## src/rtl/sar_pkg.sv

```systemverilog
package sar_pkg;

  // One search step: keep or drop the bit under trial, then place the next trial bit.
  // When the step mask is the LSB, the shifted mask is zero and the value is final.
  function automatic logic [31:0] sar_next(input logic [31:0] code,
                                           input logic [31:0] step_mask,
                                           input logic        keep);
    logic [31:0] decided;
    decided  = keep ? code : (code & ~step_mask);
    sar_next = decided | (step_mask >> 1);
  endfunction

endpackage

```

## src/rtl/sar_prescale.sv

```systemverilog
module sar_prescale #(
  parameter int DIV = 8
) (
  input  logic clk,
  input  logic rst,
  output logic tick
);

  generate
    if (DIV <= 1) begin : g_pass
      assign tick = 1'b1;
    end else begin : g_count
      localparam int CW = $clog2(DIV);
      localparam logic [CW-1:0] LAST = CW'(DIV - 1);
      logic [CW-1:0] cnt_q;

      always_ff @(posedge clk) begin
        if (rst)                cnt_q <= '0;
        else if (cnt_q == LAST) cnt_q <= '0;
        else                    cnt_q <= cnt_q + 1'b1;
      end

      assign tick = (cnt_q == LAST);
    end
  endgenerate

endmodule

```

## src/rtl/sar_search.sv

```systemverilog
module sar_search #(
  parameter int W = 8
) (
  input  logic         clk,
  input  logic         rst,
  input  logic         tick,
  input  logic         launch,
  input  logic         hold,
  input  logic         cmp_ge,
  output logic [W-1:0] trial,
  output logic [W-1:0] ring,
  output logic         busy,
  output logic         done,
  output logic [W-1:0] final_code
);

  localparam logic [W-1:0] MSB = {1'b1, {(W-1){1'b0}}};

  logic [W-1:0] sar_q;
  logic [W-1:0] ring_q;
  logic         busy_q;
  logic [W-1:0] step_val;

  assign step_val = W'(sar_pkg::sar_next(32'(sar_q), 32'(ring_q), cmp_ge));

  always_ff @(posedge clk) begin
    if (rst) begin
      sar_q  <= '0;
      ring_q <= '0;
      busy_q <= 1'b0;
    end else if (launch) begin
      sar_q  <= MSB;
      ring_q <= MSB;
      busy_q <= 1'b1;
    end else if (hold) begin
      sar_q  <= '0;
      ring_q <= '0;
      busy_q <= 1'b0;
    end else if (tick && busy_q) begin
      sar_q  <= step_val;
      ring_q <= ring_q >> 1;
      busy_q <= !ring_q[0];
    end
  end

  assign trial      = sar_q;
  assign ring       = ring_q;
  assign busy       = busy_q;
  assign done       = tick && busy_q && ring_q[0] && !hold;
  assign final_code = step_val;

endmodule

```

## src/rtl/sar_irq.sv

```systemverilog
module sar_irq #(
  parameter int HOLD = 8
) (
  input  logic clk,
  input  logic rst,
  input  logic done,
  input  logic kill,
  input  logic clear,
  output logic intr_n,
  output logic set_active
);

  localparam int CW = $clog2(HOLD + 1);
  localparam logic [CW-1:0] RELOAD = CW'(HOLD - 1);

  logic [CW-1:0] set_cnt_q;
  logic          intr_q;

  always_ff @(posedge clk) begin
    if (rst)                  set_cnt_q <= '0;
    else if (kill)            set_cnt_q <= '0;
    else if (done)            set_cnt_q <= RELOAD;
    else if (set_cnt_q != '0) set_cnt_q <= set_cnt_q - 1'b1;
  end

  assign set_active = (set_cnt_q != '0);

  // set dominates clear
  always_ff @(posedge clk) begin
    if (rst)                     intr_q <= 1'b0;
    else if (done || set_active) intr_q <= 1'b1;
    else if (clear)              intr_q <= 1'b0;
  end

  assign intr_n = !intr_q;

endmodule

```

## src/rtl/sar_bus_ctrl.sv

```systemverilog
module sar_bus_ctrl #(
  parameter int W        = 8,
  parameter int DIV      = 8,
  parameter int SET_HOLD = 8
) (
  input  logic         clk,
  input  logic         rst,
  input  logic         cs_n,
  input  logic         rd_n,
  input  logic         wr_n,
  input  logic         cmp_ge,
  output logic [W-1:0] trial_code,
  output logic         intr_n,
  output logic [W-1:0] data_out,
  output logic         data_oe
);

  // named internal events, also observed by the bound checker
  logic         tick;
  logic         arm;
  logic         launch;
  logic         start_ff;
  logic         rd_sel;
  logic         busy;
  logic         done;
  logic         set_active;
  logic [W-1:0] ring;
  logic [W-1:0] final_code;
  logic [W-1:0] result_q;

  assign arm    = !cs_n && !wr_n;
  assign rd_sel = !cs_n && !rd_n;
  assign launch = tick && start_ff && wr_n;

  always_ff @(posedge clk) begin
    if (rst)         start_ff <= 1'b0;
    else if (arm)    start_ff <= 1'b1;
    else if (launch) start_ff <= 1'b0;
  end

  sar_prescale #(.DIV(DIV)) u_pre (
    .clk  (clk),
    .rst  (rst),
    .tick (tick)
  );

  sar_search #(.W(W)) u_search (
    .clk        (clk),
    .rst        (rst),
    .tick       (tick),
    .launch     (launch),
    .hold       (start_ff),
    .cmp_ge     (cmp_ge),
    .trial      (trial_code),
    .ring       (ring),
    .busy       (busy),
    .done       (done),
    .final_code (final_code)
  );

  always_ff @(posedge clk) begin
    if (rst)       result_q <= '0;
    else if (done) result_q <= final_code;
  end

  sar_irq #(.HOLD(SET_HOLD)) u_irq (
    .clk        (clk),
    .rst        (rst),
    .done       (done),
    .kill       (arm),
    .clear      (rd_sel || start_ff),
    .intr_n     (intr_n),
    .set_active (set_active)
  );

  assign data_oe  = rd_sel;
  assign data_out = rd_sel ? result_q : '0;

endmodule

```

## config.mk

```make
export PLATFORM = sky130hd
export DESIGN_NAME = sar_bus_ctrl
export DESIGN_NICKNAME = d
export VERILOG_FILES = /design/src/rtl/sar_pkg.sv /design/src/rtl/sar_prescale.sv /design/src/rtl/sar_search.sv /design/src/rtl/sar_irq.sv /design/src/rtl/sar_bus_ctrl.sv
export SDC_FILE = /design/constraint.sdc
export NUM_CORES = 1
export LEC_CHECK = 0
export BUFFER_PORTS_ARGS = -buffer_cell sky130_fd_sc_hd__buf_2
export CAP_MARGIN = 20
export CELL_PAD_IN_SITES_DETAIL_PLACEMENT = 1
export CELL_PAD_IN_SITES_GLOBAL_PLACEMENT = 2
export CORE_AREA = 2 2 74 76
export CTS_CLUSTER_DIAMETER = 40
export DETAILED_ROUTE_END_ITERATION = 12
export DIE_AREA = 0 0 76 78
export GPL_ROUTABILITY_DRIVEN = 0
export GPL_TIMING_DRIVEN = 0
export PLACE_DENSITY_LB_ADDON = 0.1
export SLEW_MARGIN = 20
export SYNTH_ARGS = -nofsm -noshare
export SYNTH_HDL_FRONTEND = slang
export SYNTH_HIERARCHICAL = 1
export SYNTH_SLANG_ARGS = --single-unit
```

## constraint.sdc

```tcl
create_clock -name clk -period 1.8 [get_ports clk]
set_clock_uncertainty 0.1 [all_clocks]
set_input_delay 0.45 -clock clk [delete_from_list [all_inputs] [get_ports clk]]
set_output_delay 0.45 -clock clk [all_outputs]
set_load 0.02 [all_outputs]
```

# After elaboration in Yosys (flattened, before gate mapping)
# Index checks and enable logic that the tools add are counted.
# W data, S select, Z words.
[word_totals]
register_bits = 34
latch_bits = 0
mem_bits_rw = 0
romBits = 0
output_inout_bits = 18
wordCells = 58
n_memories = 0
[op_classes]
add_sub_neg = 2
mul = 0
div = 0
order_cmp = 0
n_eq_ne = 1
shift = 0
muxes = 17
bitwise = 3
n_reduce_logical = 24
[op_table]
columns = ["operator", "n"]
rows = [
  ["$mux W8", 8],
  ["$and A8 B8 Y8", 1],
  ["$not A8 Y8", 1],
  ["$or A8 B7 Y8", 1],
  ["$logic_and A1 B1 Y1", 7],
  ["$mux W1", 7],
  ["$logic_not A1 Y1", 6],
  ["$mux W3", 2],
  ["$reduce_bool A2 Y1", 3],
  ["$reduce_or A3 Y1", 2],
  ["$reduce_bool A4 Y1", 1],
  ["$reduce_or A2 Y1", 2],
  ["$sub A4 B1 Y4 const B", 1],
  ["$add A3 B1 Y3 const B", 1],
  ["$eq A3 B3 Y1 const B", 1],
  ["$reduce_bool A3 Y1", 1],
  ["$logic_or A1 B1 Y1", 2],
]

# Depth between registers and ports, before layout
# Gate-level depths: netlist of run 1.
[logic_depth]
depth_word = 7
depth_mapped = 8
mapped_depth_nobuf = 6

# By module
# The synthesis of run 1 kept the hierarchy.
[modules_own_cells]
columns = ["mod", "instances", "cells_each", "area_each_um2"]
rows = [
  ["sar_search", 1, 87, 732.0],
  ["sar_bus_ctrl", 1, 41, 401.6],
  ["sar_irq", 1, 28, 267.8],
  ["sar_prescale", 1, 8, 105.1],
]

# Worst setup path after synthesis of run 1
# No wires, ideal clock.
[synth_path]
path_type = "register to register"
from = "reg u_pre.g_count.cnt_q[0]"
to = "reg result_q[0]"
setup_time_ns = 0.116
arrival_ns = 1.636
t_required_ns = 1.584
path_slack_ns = -0.052
path_stages_with_launch = 9
period_less_slack_ns = 1.852
path_cell_list = "dfxtp_1 ha_1 ha_1 and2_4 buf_8 and3_1 buf_6 mux2i_1 nor2_1"
[synth_via]
elab_chain_cells = 4
[synth_rtl]
columns = ["element", "line", "source"]
rows = [
  ["start: declaration", "sar_prescale.sv:15", "logic [CW-1:0] cnt_q;"],
  ["start signal: assignment", "sar_prescale.sv:20", "else cnt_q <= cnt_q + 1'b1;"],
  ["$eq A3 B3 Y1", "sar_prescale.sv:23", "assign tick = (cnt_q == LAST);"],
  ["named net tick", "sar_bus_ctrl.sv:19", "logic tick;"],
  ["$logic_and A1 B1 Y1 (3 in series)", "sar_search.sv:49", "assign done = tick && busy_q && ring_q[0] && !hold;"],
  ["named net done", "sar_bus_ctrl.sv:25", "logic done;"],
  ["end signal: assignment", "sar_bus_ctrl.sv:63", "else if (done) result_q <= final_code;"],
  ["end: declaration", "sar_bus_ctrl.sv:29", "logic [W-1:0] result_q;"],
]
# The timed path passes the listed nets, and every way through them passes these cells.
# A chain may end at the register's enable or synchronous reset.

# Worst setup path after layout of run 1
[layout_path]
from = "reg u_pre.g_count.cnt_q[0]"
to = "reg u_search.ring_q[5] (netlist: u_search/ring[5])"
[layout_via]
elab_chain_cells = 4
word_cells_on_any_way = 5
cone_classes = "eq/ne: 1; reduce/logical: 4"
[layout_rtl]
columns = ["element", "line", "source"]
rows = [
  ["$eq A3 B3 Y1", "sar_prescale.sv:23", ""],
  ["named net tick", "sar_bus_ctrl.sv:19", ""],
  ["$logic_and A1 B1 Y1 (2 in series)", "sar_bus_ctrl.sv:33", "assign launch = tick && start_ff && wr_n;"],
  ["named net launch", "sar_bus_ctrl.sv:21", "logic launch;"],
  ["$reduce_or A3 Y1 (no source line)", "-", ""],
  ["end signal: assignment", "sar_search.sv:41", "ring_q <= ring_q >> 1;"],
  ["end: declaration", "sar_search.sv:20", "logic [W-1:0] ring_q;"],
]
# The timed path passes the listed nets, and every way through them passes these cells.

==> run_results.csv, run 1 <==
group,metric,value,unit
yosys,syn_area_per_cell,9.19,um2
layout,final_common_cell,"dfxtp_1",
route,drtPass1Iterations,4,
route,ant_nets,0,
clocking,cts.htree.levels,2,
route,viasPerCell,4.61,
sta,worst_pin_slew,0.298,ns
place,place_ws,-0.208,ns
worst_setup_path,end_kind,"flip-flop",
route,wirelength,3760,um
worst_setup_path,start_kind,"flip-flop",
route,drt_drc_violations_left,0,
sta,period_share,94.0,%
layout,layout-drive-gt1-share,25.8,%
worst_setup_path,cp-startpoint,"u_pre/g_count.cnt_q[0]$_SDFF_PP0_",
floorplanning,dieHeight,78,um
floorplanning,core_region_area,5040,um2
place,placed_area,1710,um2
floorplanning,die_w,76,um
layout,antenna_cells,0,
flow_run,cap_violations,0,
yosys,synth-seq-cells,34,
power,leakage,0.755,nW
grt,grt_max_degree,11,
sta,hold_viol,0,
route,post_drt_wl_per_cell,14.2,um
grt,grt_util_all_layers,13.9,%
worst_setup_path,crit_top_cell,"ha_4",
yosys,synthesis.nets,174,
worst_setup_path,critPathMaxStageDelay,0.34,ns
clocking,cts_made_buffers,5,
floorplanning,dieArea,5930,um2
sta,finalMaxSlewViolations,0,
clocking,insertion_delay,0.28,ns
sta,fmax,591,MHz
worst_setup_path,crit_path_top_delay_cell,"dfxtp_2",
grt,grt_pass1_vias,1362,
place,dpl.hpwl,2810,um
min_path,min_from,"u_pre/g_count.cnt_q[0]$_SDFF_PP0_",
layout,area_growth,21.3,%
layout,final_cell_mix,"33 x dfxtp_1, 24 x buf_2, 17 x nand2_1",
layout,nNetsFinal,205,
clocking,cts_root_buf,"clkbuf_8",
sta,max-slew-margin-rel,80.1,%
layout,fill_cells,625,
floorplanning,initial_utilization,29.9,%
status,outcome,"completed",
floorplanning,io_pins,24,
clocking,cts_max_path_buffers,2,
clocking,clk_pin_slew_worst_paths,0.07,ns
worst_setup_path,cp_data_required_time,1.91,ns
yosys,synthCells,164,
sta,layout_setup_ws,0.107,ns
worst_setup_path,crit_fanout,10,
clocking,cts_tree,"done",
sta,grt_setup_unrepaired,"false",
layout,final_area,1830,um2
clocking,clock_sinks,34,
floorplanning,rows,26,
layout,fin_util,36.2,%
worst_setup_path,worstSetupPathType,"flip-flop to flip-flop",
grt,grt_overflow,0,
clocking,cts_hold_buf,0,
sta,finalCriticalPeriod,1.69,ns
route,via_count,1216,
sta,final-setup-viol-count,0,
grt,antenna_found_initial,0,
yosys,synth_cell_types,38,
worst_setup_path,timing.rr.start,"u_pre/g_count.cnt_q[0]$_SDFF_PP0_",
worst_setup_path,path_cells,"ha_4, ha_4, buf_4, and3_1, inv_1, nand2_2, buf_6, a21oi_1",
power,max-vdd-ir-drop,0.000402,V
place,io_buffers,23,
power,power.density,965,nW/um2
yosys,syn_area,1510,um2
min_path,hp-class,"flip-flop to flip-flop",
yosys,ys_seq_area_share,45.2,%
worst_setup_path,cp.arrival,1.80,ns
yosys,yosysWarnings,6,
grt,grt_pass1_wl,6390,um
route,drt-initial-drc-count,23,
==> stage by stage <==
stage	cells	TNS (ns)	power (mW)	hold slack [ns]
floorplan	164	0	1.15	0.296
global placement	257	-1.16	1.21	0.309
detailed placement	257	-1.49	1.23	0.326
CTS	265	0	1.80	0.343
global route	264	0	1.88	0.362
finish	264	0	1.76	0.341
==> area by class of cell <==
cell class	count	area (um2)	area share [%]
tap	70	87.6	4.79
multi-input combinational	115	764	41.8
sequential	34	682	37.3
buffer	4	42.5	2.33
timing repair buffer	25	130	7.12
clock buffer	6	82.6	4.52
inverter	10	37.5	2.05
==> cells by family after synthesis <==
group                      synth area share [%]
AOI/OAI and AO/OA                          16.4
DFF                                        45.2
and+or+nand+nor                            21.9
muxes                                      5.98
buffers and inverters                      6.06
adders and majority gates                  3.32
xor gates and xnor gates                   1.16
==> registers in the layout, indices dropped and copies added, names as in the netlist <==
signal,flops
start_ff,1
u_irq/set_cnt_q,4
u_search/ring,8
u_search/trial,8
u_irq/intr_q,1
u_search/busy,1
u_pre/g_count.cnt_q,3
result_q,8
==> routing by layer <==
layer  global-route usage [%]  wire [um]  vias up
met5                        0          0        -
met4                     5.45         38        0
met3                     3.84        135        5
met2                     25.4       1980       25
met1                     15.2       1610      576
li1                         -          -      610
==> path summary, 6_finish.rpt <==
kind	cells after the start	end	slack, ns
worst max register to register	8	u_search/ring[5]$_SDFFE_PP0P_	0.11
worst max-delay path	8	u_search/ring[5]$_SDFFE_PP0P_	0.11
worst min register to register	1	u_pre/g_count.cnt_q[0]$_SDFF_PP0_	0.34
worst min-delay path	1	u_pre/g_count.cnt_q[0]$_SDFF_PP0_	0.34
==> Yosys cell counts <==
cell / instances / area [um2]
nor3b_4: 1 / 18.8
nand2_1: 17 / 63.8
dfxtp_1: 34 / 681
buf_8: 1 / 15.0
ha_1: 4 / 50.1
o21ai_0: 5 / 25.0
buf_2: 1 / 5.00
xnor2_1: 2 / 17.5
a21boi_0: 1 / 7.51
nor2_4: 1 / 11.3
nand2b_1: 6 / 37.5
a21o_1: 5 / 37.5
a31oi_1: 2 / 12.5
and2_1: 8 / 50.1
o21ba_2: 1 / 10.0
o21ai_1: 2 / 10.0
nand2b_2: 1 / 8.76
clkinv_1: 1 / 3.75
nor2_2: 1 / 6.26
or2_1: 1 / 6.26
mux2i_1: 9 / 90.1
inv_2: 1 / 3.75
a211o_1: 1 / 8.76
nor2_1: 13 / 48.8
nor4b_2: 1 / 15.0
nor3_1: 3 / 15.0
a21boi_1: 1 / 7.51
nor3b_1: 2 / 15.0
and2_4: 1 / 8.76
o21a_1: 3 / 22.5
a21oi_1: 16 / 80.1
nand2_2: 2 / 12.5
and3_1: 2 / 12.5
a21o_2: 1 / 8.76
a211oi_1: 1 / 7.51
buf_6: 3 / 33.8
inv_1: 8 / 30.0
o311ai_1: 1 / 8.76
==> report_power, final <==
group / internal, mW / total (mW) / switching [mW] / leakage (nW)
combinational: 0.180 / 0.360 / 0.180 / 0.436
clock: 0.295 / 0.546 / 0.251 / 0.0431
sequential: 0.805 / 0.857 / 0.0526 / 0.276
==> worst max-delay path: cells and delay by family, from the launching register on <==
kind | cells | cell delay, ns
adder cells (fa/ha/maj) | 2 | 0.32
flip-flops | 1 | 0.34
buffers and inverters | 3 | 0.41
AND/OR/NAND/NOR | 2 | 0.32
AO/OA/AOI/OAI | 1 | 0.13
==> timing repair <==
| action | CTS | global route |
|---|---|---|
| buffers inserted | 2 | 0 |
| pin swaps | 1 | 0 |
| resized for setup | 4 | 2 |
| endpoints found under the setup margin | 9 | 11 |
(Power assumes the default switching activity.)
==> run 2, diff against run 1 <==
--- a/config.mk
+++ b/config.mk
@@ -9,10 +9,11 @@
 export CAP_MARGIN = 20
 export CELL_PAD_IN_SITES_DETAIL_PLACEMENT = 1
 export CELL_PAD_IN_SITES_GLOBAL_PLACEMENT = 2
-export CORE_AREA = 2 2 74 76
+export CORE_AREA = 2 2 72 74
+export CTS_BUF_LIST = sky130_fd_sc_hd__clkbuf_8
 export CTS_CLUSTER_DIAMETER = 40
 export DETAILED_ROUTE_END_ITERATION = 12
-export DIE_AREA = 0 0 76 78
+export DIE_AREA = 0 0 74 76
 export GPL_ROUTABILITY_DRIVEN = 0
 export GPL_TIMING_DRIVEN = 0
 export PLACE_DENSITY_LB_ADDON = 0.1
==> run_results.csv, run 2 (synthesis results as in run 1) <==
group,metric,value,unit
min_path,hp-class,"flip-flop to flip-flop",
worst_setup_path,critPathMaxStageDelay,0.33,ns
clocking,cts_hold_buf,0,
flow_run,cap_violations,0,
grt,gr-usage-met3,3.44,%
grt,grt_max_degree,11,
sta,grt_setup_unrepaired,"false",
power,power,1.73,mW
route,drt_drc_violations_left,0,
layout,area_growth,22.2,%
worst_setup_path,crit_fanout,10,
layout,antenna_cells,0,
floorplanning,initial_utilization,30.7,%
sta,period_share,94.8,%
floorplanning,rows,26,
place,dpl.hpwl,2710,um
power,power_switching_share,28.0,%
layout,nNetsFinal,208,
sta,max-slew-margin-rel,80.5,%
place,placed_area,1710,um2
floorplanning,dieArea,5620,um2
power,p_comb_share,21.2,%
worst_setup_path,cp_data_required_time,1.87,ns
clocking,cts_root_buf,"clkbuf_8",
place,io_buffers,23,
sta,finalMaxSlewViolations,0,
worst_setup_path,path_cells,"ha_2, ha_4, and2_4, buf_8, and3_4, buf_4, a21oi_2, a21boi_1",
layout,final_common_cell,"dfxtp_1",
worst_setup_path,critical_path.top_delay_family,"simple AND/OR/NAND/NOR gates",
worst_setup_path,cp_num_cells,8,
floorplanning,dieHeight,76,um
grt,grt_overflow,0,
worst_setup_path,crit_path_top_delay_cell,"dfxtp_2",
clocking,cts_tree,"done",
clocking,clock_sinks,34,
sta,fin_setup_tns,0,ns
route,ant_nets,0,
sta,finalCriticalPeriod,1.71,ns
worst_setup_path,reg2reg_depth,8,
route,drt-initial-drc-count,22,
grt,globalRouteMet2Util,24.2,%
route,wirelength,3670,um
power,power.density,938,nW/um2
route,via_count,1215,
sta,fmax,586,MHz
clocking,insertion_delay,0.27,ns
worst_setup_path,end_kind,"flip-flop",
clocking,cts_max_path_buffers,2,
grt,grt_util_all_layers,14.5,%
worst_setup_path,r2r_slack,0.09,ns
power,p_switching,484,uW
power,leakage,0.773,nW
sta,final-setup-viol-count,0,
grt,grt_use_met1,17.9,%
sta,hold_viol,0,
layout,layout-drive-gt1-share,26.8,%
sta,fin_hold_ws,0.320,ns
clocking,cts_made_buffers,5,
route,drtPass1Iterations,4,
power,max-vdd-ir-drop,0.000315,V
floorplanning,die_w,74,um
floorplanning,core_region_area,4910,um2
worst_setup_path,start_kind,"flip-flop",
min_path,whs_path_depth,1,
place,placedCellCount,257,
route,post_drt_wl_per_cell,13.7,um
layout,instances_no_fill,268,
status,outcome,"completed",
power,seqPwrFrac,49.6,%
worst_setup_path,cp.buffers_inverters,2,
floorplanning,io_pins,24,
grt,grt_pass1_wl,6260,um
layout,final_area,1840,um2
worst_setup_path,worstSetupPathType,"flip-flop to flip-flop",
worst_setup_path,cp.arrival,1.78,ns
clocking,clk_pin_slew_worst_paths,0.07,ns
power,cellInternalPower,1.24,mW
grt,top_usage_layer,"met2",
grt,grt_pass1_vias,1270,
clocking,cts.htree.levels,2,
power,clkPwrFrac,29.3,%
sta,worst_pin_slew,0.292,ns
route,viasPerCell,4.53,
layout,final_cell_mix,"33 x dfxtp_1, 24 x buf_2, 17 x nand2_1",
grt,antenna_found_initial,0,
## run 2: worst reg2reg max path, cell delays in order, from the launching register on
cell      delay, ns
dfxtp_2        0.33
ha_2           0.19
ha_4           0.16
and2_4         0.15
buf_8          0.13
and3_4         0.24
buf_4          0.15
a21oi_2        0.08
a21boi_1       0.06
## run 2: metal layers
| metal | vias to the layer above | routed length, um |
|---|---|---|
| met2 | 16 | 1850 |
| met5 | - | 0 |
| met1 | 575 | 1660 |
| met3 | 5 | 115 |
| li1 | 619 | - |
| met4 | 0 | 46 |
## run 2: per-stage QoR
stage / setup slack, ns / util [%]
floorplan: 0.0368 / -
global placement: -0.132 / 34.9
detailed placement: -0.223 / 34.9
CTS: 0.0273 / 37.1
global route: 0.0184 / 37.5
finish: 0.0937 / 37.5
## run 2: path summary, 6_finish.rpt
| check | startpoint | end |
|---|---|---|
| max | u_pre/g_count.cnt_q[0]$_SDFF_PP0_ | u_irq/set_cnt_q[2]$_SDFFE_PP0P_ |
| min | u_pre/g_count.cnt_q[0]$_SDFF_PP0_ | u_pre/g_count.cnt_q[0]$_SDFF_PP0_ |
| max reg2reg | u_pre/g_count.cnt_q[0]$_SDFF_PP0_ | u_irq/set_cnt_q[2]$_SDFFE_PP0P_ |
| min reg2reg | u_pre/g_count.cnt_q[0]$_SDFF_PP0_ | u_pre/g_count.cnt_q[0]$_SDFF_PP0_ |
## run 2: layout make-up
class | count | area, um2
clock inverters | 2 | 7.51
well taps | 70 | 87.6
repair buffers | 27 | 145
flip-flops and latches | 34 | 682
plain buffers | 4 | 42.5
clock buffers | 5 | 68.8
multi-input cells | 116 | 769
inverters | 10 | 37.5
fillers | 578 | 3070
## run 2: repair_timing
action	CTS	global route
gates cloned	1	0
buffers inserted	2	2
gates resized for setup	5	1
setup endpoints to repair	8	7
## run 2: power by group through the flow
stage               clock network (mW)  registers (mW)  logic [mW]
floorplan                            0           0.861       0.289
CTS                              0.532           0.855       0.366
detailed placement                   0           0.871       0.363
finish                           0.505           0.856       0.365
global route                     0.575           0.863       0.399
global placement                     0           0.867       0.344
